**src/rtl/wdog_pkg.sv**
```systemverilog
// Package: shared offsets, bit positions and access-size encoding for the
// two-stage watchdog. Assumes a 32-byte register window.
package wdog_pkg;
    // byte offsets
    localparam int OFF_TMO   = 'h00;
    localparam int OFF_RLD   = 'h02;
    localparam int OFF_STS1  = 'h04;
    localparam int OFF_STS2  = 'h06;
    localparam int OFF_CTL1  = 'h08;
    localparam int OFF_CTL2  = 'h0A;
    localparam int OFF_DIN   = 'h0C;
    localparam int OFF_DOUT  = 'h0D;
    localparam int OFF_MSGA  = 'h0E;
    localparam int OFF_MSGB  = 'h0F;
    localparam int OFF_WDC   = 'h10;
    localparam int OFF_SWI   = 'h11;

    // status and control bit positions
    localparam int S1_DIN_EVT  = 1;
    localparam int S1_DOUT_EVT = 2;
    localparam int S1_TIMEOUT  = 3;
    localparam int S2_SECOND   = 1;
    localparam int S2_BOOT     = 2;
    localparam int C1_HALT     = 11;

    // reset values
    localparam logic [15:0] TMO_RST  = 16'h0004;
    localparam logic [15:0] CTL2_RST = 16'h0008;
    localparam logic [7:0]  SWI_RST  = 8'h03;

    typedef enum logic [1:0] {
        SZ_BYTE = 2'd0,
        SZ_HALF = 2'd1,
        SZ_WORD = 2'd2,
        SZ_WORD_ALT = 2'd3
    } acc_size_e;
endpackage

```
**src/rtl/wdog_regfile.sv**
```systemverilog
// Register file: splits each access into byte lanes, keeps the plain
// read/write registers, turns writes into reload/event/clear strobes, and
// forms the read data without delay. Assumes a 16-bit-or-less timeout field.
module wdog_regfile
    import wdog_pkg::*;
#(
    parameter int ADDR_W = 5,
    parameter int TMO_W  = 10
) (
    input  logic              clk,
    input  logic              rst_n,
    input  logic              reg_wr,
    input  logic [ADDR_W-1:0] reg_addr,
    input  logic [1:0]        reg_size,
    input  logic [31:0]       reg_wdata,
    input  logic [TMO_W-1:0]  cnt,
    input  logic [15:0]       sts1,
    input  logic [15:0]       sts2,
    output logic [31:0]       reg_rdata,
    output logic [TMO_W-1:0]  tmo,
    output logic              halt,
    output logic              reload,
    output logic              din_wr,
    output logic              dout_wr,
    output logic [15:0]       sts1_clr,
    output logic [15:0]       sts2_clr
);
    localparam int NBYTES = 2 ** ADDR_W;
    localparam int LANES  = 4;

    logic [2:0]        n_bytes;
    logic [NBYTES-1:0] byte_we;
    logic [7:0]        byte_wd [NBYTES];
    logic [7:0]        rd_bytes [NBYTES];
    logic [15:0]       ctl1, ctl2;
    logic [7:0]        din_q, dout_q, msga, msgb, wdc, swi;
    logic [15:0]       tmo16, tmo_next;

    // merge a 16-bit register with its two write lanes
    function automatic logic [15:0] merge16(input logic [15:0] old,
                                            input logic we_lo, input logic [7:0] d_lo,
                                            input logic we_hi, input logic [7:0] d_hi);
        logic [15:0] r;
        r = old;
        if (we_lo) r[7:0]  = d_lo;
        if (we_hi) r[15:8] = d_hi;
        return r;
    endfunction

    // decode the access size into a byte count
    always_comb begin
        case (reg_size)
            SZ_BYTE: n_bytes = 3'd1;
            SZ_HALF: n_bytes = 3'd2;
            default: n_bytes = 3'd4;
        endcase
    end

    // scatter the write lanes onto per-byte enables and data
    always_comb begin
        byte_we = '0;
        for (int b = 0; b < NBYTES; b++) byte_wd[b] = 8'h00;
        for (int i = 0; i < LANES; i++) begin
            if (reg_wr && (i < int'(n_bytes))) begin
                byte_we[reg_addr + ADDR_W'(i)] = 1'b1;
                byte_wd[reg_addr + ADDR_W'(i)] = reg_wdata[8*i +: 8];
            end
        end
    end

    assign tmo16    = {{(16-TMO_W){1'b0}}, tmo};
    assign tmo_next = merge16(tmo16, byte_we[OFF_TMO], byte_wd[OFF_TMO],
                              byte_we[OFF_TMO+1], byte_wd[OFF_TMO+1]);

    // plain storage registers
    always_ff @(posedge clk) begin
        if (!rst_n) begin
            tmo    <= TMO_RST[TMO_W-1:0];
            ctl1   <= 16'h0000;
            ctl2   <= CTL2_RST;
            din_q  <= 8'h00;
            dout_q <= 8'h00;
            msga   <= 8'h00;
            msgb   <= 8'h00;
            wdc    <= 8'h00;
            swi    <= SWI_RST;
        end else begin
            tmo  <= tmo_next[TMO_W-1:0];
            ctl1 <= merge16(ctl1, byte_we[OFF_CTL1], byte_wd[OFF_CTL1],
                            byte_we[OFF_CTL1+1], byte_wd[OFF_CTL1+1]);
            ctl2 <= merge16(ctl2, byte_we[OFF_CTL2], byte_wd[OFF_CTL2],
                            byte_we[OFF_CTL2+1], byte_wd[OFF_CTL2+1]);
            if (byte_we[OFF_DIN])  din_q  <= byte_wd[OFF_DIN];
            if (byte_we[OFF_DOUT]) dout_q <= byte_wd[OFF_DOUT];
            if (byte_we[OFF_MSGA]) msga   <= byte_wd[OFF_MSGA];
            if (byte_we[OFF_MSGB]) msgb   <= byte_wd[OFF_MSGB];
            if (byte_we[OFF_WDC])  wdc    <= byte_wd[OFF_WDC];
            if (byte_we[OFF_SWI])  swi    <= byte_wd[OFF_SWI];
        end
    end

    // strobes toward counter and status logic
    assign halt     = ctl1[C1_HALT];
    assign reload   = byte_we[OFF_RLD] | byte_we[OFF_RLD+1];
    assign din_wr   = byte_we[OFF_DIN];
    assign dout_wr  = byte_we[OFF_DOUT];
    assign sts1_clr = {byte_we[OFF_STS1+1] ? byte_wd[OFF_STS1+1] : 8'h00,
                       byte_we[OFF_STS1]   ? byte_wd[OFF_STS1]   : 8'h00};
    assign sts2_clr = {byte_we[OFF_STS2+1] ? byte_wd[OFF_STS2+1] : 8'h00,
                       byte_we[OFF_STS2]   ? byte_wd[OFF_STS2]   : 8'h00};

    // byte view of the register window for reads
    always_comb begin
        logic [15:0] cnt16;
        cnt16 = {{(16-TMO_W){1'b0}}, cnt};
        for (int b = 0; b < NBYTES; b++) rd_bytes[b] = 8'h00;
        rd_bytes[OFF_TMO]    = tmo16[7:0];
        rd_bytes[OFF_TMO+1]  = tmo16[15:8];
        rd_bytes[OFF_RLD]    = cnt16[7:0];
        rd_bytes[OFF_RLD+1]  = cnt16[15:8];
        rd_bytes[OFF_STS1]   = sts1[7:0];
        rd_bytes[OFF_STS1+1] = sts1[15:8];
        rd_bytes[OFF_STS2]   = sts2[7:0];
        rd_bytes[OFF_STS2+1] = sts2[15:8];
        rd_bytes[OFF_CTL1]   = ctl1[7:0];
        rd_bytes[OFF_CTL1+1] = ctl1[15:8];
        rd_bytes[OFF_CTL2]   = ctl2[7:0];
        rd_bytes[OFF_CTL2+1] = ctl2[15:8];
        rd_bytes[OFF_DIN]    = din_q;
        rd_bytes[OFF_DOUT]   = dout_q;
        rd_bytes[OFF_MSGA]   = msga;
        rd_bytes[OFF_MSGB]   = msgb;
        rd_bytes[OFF_WDC]    = wdc;
        rd_bytes[OFF_SWI]    = swi;
    end

    // gather the read lanes, masking those beyond the access size
    always_comb begin
        reg_rdata = '0;
        for (int i = 0; i < LANES; i++) begin
            if (i < int'(n_bytes))
                reg_rdata[8*i +: 8] = rd_bytes[reg_addr + ADDR_W'(i)];
        end
    end
endmodule

```
**src/rtl/wdog_counter.sv**
```systemverilog
// Countdown: loads from the timeout on reload, steps down on each tick
// unless halted, and flags an expiry when a tick finds the count at 1 or 0,
// reloading in the same edge. Assumes tick is a one-cycle strobe.
module wdog_counter #(
    parameter int TMO_W = 10
) (
    input  logic             clk,
    input  logic             rst_n,
    input  logic             tick,
    input  logic             halt,
    input  logic             reload,
    input  logic [TMO_W-1:0] tmo,
    output logic [TMO_W-1:0] cnt,
    output logic             expire
);
    logic step;

    // a tick that counts: not frozen and not overridden by a reload
    assign step   = tick && !halt && !reload;
    assign expire = step && (cnt <= TMO_W'(1));

    // count register update
    always_ff @(posedge clk) begin
        if (!rst_n)       cnt <= '0;
        else if (reload)  cnt <= tmo;
        else if (expire)  cnt <= tmo;
        else if (step)    cnt <= cnt - TMO_W'(1);
    end


    count_step_chk: assert property (@(posedge clk) disable iff (!rst_n)
        (tick && !halt && !reload && cnt > TMO_W'(1)) |=> (cnt == TMO_W'($past(cnt) - 1)));


    halt_freeze_chk: assert property (@(posedge clk) disable iff (!rst_n)
        (halt && !reload) |=> $stable(cnt));


    reload_load_chk: assert property (@(posedge clk) disable iff (!rst_n)
        reload |=> (cnt == $past(tmo)));
endmodule

```
**src/rtl/wdog_status.sv**
```systemverilog
// Status logic: keeps the two status registers with write-1-to-clear
// semantics (a set wins over a clear in the same cycle) and raises the
// one-cycle reset request on a second expiry when rebooting is allowed.
module wdog_status
    import wdog_pkg::*;
(
    input  logic        clk,
    input  logic        rst_n,
    input  logic        expire,
    input  logic        no_reboot,
    input  logic        din_wr,
    input  logic        dout_wr,
    input  logic [15:0] sts1_clr,
    input  logic [15:0] sts2_clr,
    output logic [15:0] sts1,
    output logic [15:0] sts2,
    output logic        rst_req
);
    logic second;
    logic [15:0] s1_set, s2_set;

    // an expiry with the first-timeout flag still pending
    assign second = expire && sts1[S1_TIMEOUT];

    // set masks for this cycle
    always_comb begin
        s1_set = '0;
        s2_set = '0;
        s1_set[S1_TIMEOUT]  = expire;
        s1_set[S1_DIN_EVT]  = din_wr;
        s1_set[S1_DOUT_EVT] = dout_wr;
        s2_set[S2_SECOND]   = second;
        s2_set[S2_BOOT]     = second && !no_reboot;
    end

    // status registers and reset request pulse
    always_ff @(posedge clk) begin
        if (!rst_n) begin
            sts1    <= '0;
            sts2    <= '0;
            rst_req <= 1'b0;
        end else begin
            sts1    <= (sts1 & ~sts1_clr) | s1_set;
            sts2    <= (sts2 & ~sts2_clr) | s2_set;
            rst_req <= second && !no_reboot;
        end
    end


    req_single_chk: assert property (@(posedge clk) disable iff (!rst_n)
        rst_req |=> !rst_req);


    req_gate_chk: assert property (@(posedge clk) disable iff (!rst_n)
        rst_req |-> !$past(no_reboot));


    second_cause_chk: assert property (@(posedge clk) disable iff (!rst_n)
        $rose(sts2[S2_SECOND]) |-> $past(sts1[S1_TIMEOUT]));


    boot_with_req_chk: assert property (@(posedge clk) disable iff (!rst_n)
        $rose(sts2[S2_BOOT]) |-> rst_req);
endmodule

```
**src/rtl/twostage_wdog.sv**
```systemverilog
// Top: two-stage watchdog with its register file. Assumes a synchronous
// register access (write taken on the clock edge, read combinational) and a
// tick strobe already synchronous to clk.
module twostage_wdog #(
    parameter int ADDR_W = 5,
    parameter int TMO_W  = 10
) (
    input  logic              clk,
    input  logic              rst_n,
    input  logic              tick,
    input  logic              no_reboot,
    input  logic              reg_wr,
    input  logic [ADDR_W-1:0] reg_addr,
    input  logic [1:0]        reg_size,
    input  logic [31:0]       reg_wdata,
    output logic [31:0]       reg_rdata,
    output logic              rst_req
);
    logic [TMO_W-1:0] cnt, tmo;
    logic [15:0]      sts1, sts2, sts1_clr, sts2_clr;
    logic             halt, reload, din_wr, dout_wr, expire;

    wdog_regfile #(.ADDR_W(ADDR_W), .TMO_W(TMO_W)) regs_i (
        .clk(clk), .rst_n(rst_n), .reg_wr(reg_wr), .reg_addr(reg_addr),
        .reg_size(reg_size), .reg_wdata(reg_wdata), .cnt(cnt),
        .sts1(sts1), .sts2(sts2), .reg_rdata(reg_rdata), .tmo(tmo),
        .halt(halt), .reload(reload), .din_wr(din_wr), .dout_wr(dout_wr),
        .sts1_clr(sts1_clr), .sts2_clr(sts2_clr)
    );

    wdog_counter #(.TMO_W(TMO_W)) cnt_i (
        .clk(clk), .rst_n(rst_n), .tick(tick), .halt(halt),
        .reload(reload), .tmo(tmo), .cnt(cnt), .expire(expire)
    );

    wdog_status sts_i (
        .clk(clk), .rst_n(rst_n), .expire(expire), .no_reboot(no_reboot),
        .din_wr(din_wr), .dout_wr(dout_wr), .sts1_clr(sts1_clr),
        .sts2_clr(sts2_clr), .sts1(sts1), .sts2(sts2), .rst_req(rst_req)
    );
endmodule

```
**config.mk**
```make
export PLATFORM = sky130hd
export DESIGN_NAME = twostage_wdog
export DESIGN_NICKNAME = d
export VERILOG_FILES = /design/src/rtl/wdog_pkg.sv /design/src/rtl/wdog_regfile.sv /design/src/rtl/wdog_counter.sv /design/src/rtl/wdog_status.sv /design/src/rtl/twostage_wdog.sv
export SDC_FILE = /design/constraint.sdc
export NUM_CORES = 1
export LEC_CHECK = 0
export BUFFER_PORTS_ARGS = -buffer_cell sky130_fd_sc_hd__buf_4
export CORE_MARGIN = 2
export CORE_UTILIZATION = 40
export CTS_CLUSTER_SIZE = 25
export DETAILED_ROUTE_END_ITERATION = 7
export PLACE_DENSITY_LB_ADDON = 0.2
export SLEW_MARGIN = 20
export SYNTH_ARGS = -nofsm -noshare
export SYNTH_HDL_FRONTEND = slang
export SYNTH_SLANG_ARGS = --single-unit
```
**constraint.sdc**
```tcl
create_clock -name clk -period 9.2 [get_ports clk]
set_input_delay 0.92 -clock clk [delete_from_list [all_inputs] [get_ports clk]]
set_output_delay 0.92 -clock clk [all_outputs]
set_load 0.05 [all_outputs]
```
==> impl_metrics.env <==
export IMPL_grt_overflow=0
export IMPL_synthXorXnorAreaFrac_pct=1.13
export IMPL_grt_pass1_vias=13617
export IMPL_synth_top_cell_area_share_pct=19.8
export IMPL_setup_viol=0
export IMPL_insertion_delay_ns=0.45
export IMPL_synth_top_family_by_area="compound AO/OA/AOI/OAI gates"
export IMPL_multi_input_area_mm2=0.00991
export IMPL_synth_edff_count=0
export IMPL_critPathTopFamily="buffers and inverters"
export IMPL_power_density_mw_per_mm2=148
export IMPL_syn_area_mm2=0.0135
export IMPL_final_setup_tns_ns=0
export IMPL_grt_util_all_layers_pct=37.7
export IMPL_ctsHoldBuffers=0
export IMPL_maxSlewViolCount=0
export IMPL_antennaDiodeCount=0
export IMPL_synth_fp_nets=1745
export IMPL_min_path_type="flip-flop to flip-flop"
export IMPL_yosys_top_cells_count="179 x nand2_1, 148 x nor2_1, 133 x dfxtp_1"
export IMPL_clockBufferDepth=2
export IMPL_crit_slowest_cell="buf_6"
export IMPL_power_w=0.00215
export IMPL_synthToLayoutAreaGrowth_pct=8.09
export IMPL_io_pins=77
export IMPL_drc=0
export IMPL_viasPerCell=7.27
export IMPL_synth_most_common_cell="nand2_1"
export IMPL_wl_per_cell_um=32.6
export IMPL_worst_path_most_repeated_cell="buf_4"
export IMPL_synth_ff_type="dfxtp_1"
export IMPL_syn_inst=1691
export IMPL_critPathMaxFanout=85
export IMPL_yosysWarningCount=0
export IMPL_cp_num_buf_inv=4
export IMPL_yosysTopAreaCell="dfxtp_1"
export IMPL_status="completed"
export IMPL_synth_seq_cells=133
export IMPL_port_buffers=76
export IMPL_hpwl_mm=47.1
export IMPL_crit_chain="buf_6 > clkinv_1 > ha_2 > xnor2_4 > buf_4 > mux4_2 > nor2b_1 > a211oi_1 > o32ai_1 > buf_4"
export IMPL_cts_resized=0
export IMPL_post_cts_buffers=0
export IMPL_synth_area_mux_share_pct=18.8
export IMPL_clock_root_buffer="clkbuf_16"
export IMPL_crit_arrival_ns=5.02
export IMPL_maxCapViolCount=0
export IMPL_vias=15152
export IMPL_synthAdderAreaFrac_pct=0.930
export IMPL_max_stage_delay_ns=0.60
export IMPL_fin_crit_sh_pct=64.5
export IMPL_total_leakage_power_nw=4.93
export IMPL_worstSetupPathType="primary input to primary output"
export IMPL_syn_area_per_cell_um2=7.96
export IMPL_synth_compound_area_share_pct=32.6
export IMPL_place_gp_congestion=1.03
export IMPL_rsz0062_at_grt="no"
export IMPL_fillCellCount=3396
export IMPL_synth_simple_area_share_pct=20.0
export IMPL_start_util_pct=40.3
export IMPL_drt_iter0_markers=2629
export IMPL_die_area_mm2=0.0351
export IMPL_grt_max_degree=87
export IMPL_cts_made_buffers=17
export IMPL_ir_drop_mv=0.131
export IMPL_cts_sinks=133
export IMPL_fin_worst_skew_ns=0.00336
export IMPL_grt_pass1_wl_mm=97.3
export IMPL_rows=67
export IMPL_regArea_mm2=0.00266
export IMPL_antenna_found_initial=4
export IMPL_nNetsFinal=1678
export IMPL_dieWidth_um=187
export IMPL_ant_nets=0
export IMPL_synth_area_leaders="dfxtp_1 20%, mux4_2 10%, mux2i_1 5.8%"
export IMPL_critical_path_required_ns=8.28
export IMPL_wl_mm=68.0
export IMPL_cts_tree="done"
export IMPL_h_tree_depth=4
export IMPL_fmax_mhz=168
export IMPL_tightestPinTransition_ns=1.16
export IMPL_hold_viol=0
export IMPL_slew_headroom_pct=21.7
export IMPL_fp_dieH_um=187
export IMPL_cp_start_kind="primary input"
export IMPL_clk_pin_slew_worst_paths_ns=0.06
export IMPL_drive_gt1_share_pct=17.0
export IMPL_min_period_ns=5.94
export IMPL_dr_pass1_iters=6
export IMPL_synth_cell_types=94
export IMPL_ys_async_sr_fraction_pct=0
export IMPL_ys_seq_area_share_pct=19.8
export IMPL_coreArea_mm2=0.0334
export IMPL_critPathCaptureType="primary output"
per-stage QoR:
stage	utilization, %	cell area (um2)	hold WS, ns	std cells	worst slack (ns)
after detailed placement	41.7	13900	0.466	2053	3.39
after global placement	41.7	13900	0.454	2053	3.46
after floorplan	-	13500	0.429	1691	3.83
after CTS	43.6	14500	0.474	2084	3.37
final	43.6	14500	0.475	2084	3.26
after global routing	43.6	14500	0.485	2084	3.12
cell usage in the layout (no fill, tap or decap), types with 5 or more instances in the layout:
cell type	instances
mux4_2	61
nor2_1	148
inv_1	19
buf_4	92
a22oi_1	58
o221ai_1	12
mux2_2	33
nor2b_1	12
mux2i_1	78
a22o_1	11
nand4_1	7
nand3_1	77
o21a_1	10
nand2b_1	12
a221oi_1	52
a211oi_1	39
o211ai_1	84
o22ai_1	9
clkbuf_16	17
and2_1	18
nand2_1	179
o32ai_1	5
a21oi_1	110
nor4_4	6
a32oi_1	18
nand3b_1	5
nor3_1	16
o21ai_0	127
a31oi_1	29
ha_1	9
o2111a_1	14
dfxtp_1	133
and3_1	14
sequential cells by signal, summed over array words and instances (netlist names):
signal,count
cnt_i.cnt,10
regs_i.msga,8
sts_i.rst_req,1
regs_i.ctl2,16
regs_i.msgb,8
regs_i.swi,8
regs_i.ctl1,16
regs_i.dout_q,8
sts_i.sts2,16
regs_i.tmo,10
regs_i.wdc,8
regs_i.din_q,8
sts_i.sts1,16
path summary, 6_finish.rpt:
kind,startpoint,endpoint,slack (ns),cells after the start
worst max register to register,cnt_i.cnt[4],cnt_i.cnt[3],6.82,6
worst max-delay path,reg_addr[0],reg_rdata[30],3.26,10
worst min-delay path,sts_i.sts1[14],sts_i.sts1[14],0.48,1
worst min register to register,sts_i.sts1[14],sts_i.sts1[14],0.48,1
worst reg2reg max path, stage by stage (launching register included):
cell and delay (ns):
dfxtp_1 0.41, nor4_2 0.40, nand2b_1 0.19, or3_1 0.54, o21ai_4 0.39, mux2i_1 0.25, o22ai_1 0.09
power by group:
part	leakage (nW)	internal, W	total [W]	switching, W
sequential	1.08	0.000612	0.000694	0.0000822
clock	0.303	0.000446	0.000761	0.000315
combinational	3.55	0.000239	0.000695	0.000457
total	4.93	0.00130	0.00215	0.000854
cells by family after synthesis:
| group | count (synthesis) |
|---|---|
| XOR/XNOR | 11 |
| multiplexers | 172 |
| adder cells (fa/ha/maj) | 10 |
| flip-flops | 133 |
| AO/OA/AOI/OAI | 625 |
| AND/OR/NAND/NOR | 537 |
| buffers and inverters | 203 |
layer usage:
metal | vias up | wire, um | share of wire [%] | global-route usage (%)
met5 | - | 0 | 0 | 0
met1 | 7200 | 25500 | 37 | 49.0
met4 | 0 | 5280 | 7.8 | 24.7
met2 | 1272 | 28100 | 41 | 55.0
li1 | 6416 | - | - | -
met3 | 264 | 9190 | 14 | 9.98
area by class of cell:
class                   count  share of cell area (%)
clock buffers              19                    3.11
clock inverters            12                    1.17
inverters                  24                   0.619
multi-input cells        1355                    68.1
flip-flops and latches    133                    18.3
well taps                 448                    3.85
repair buffers             93                    4.82
(Power assumes the default switching activity.)
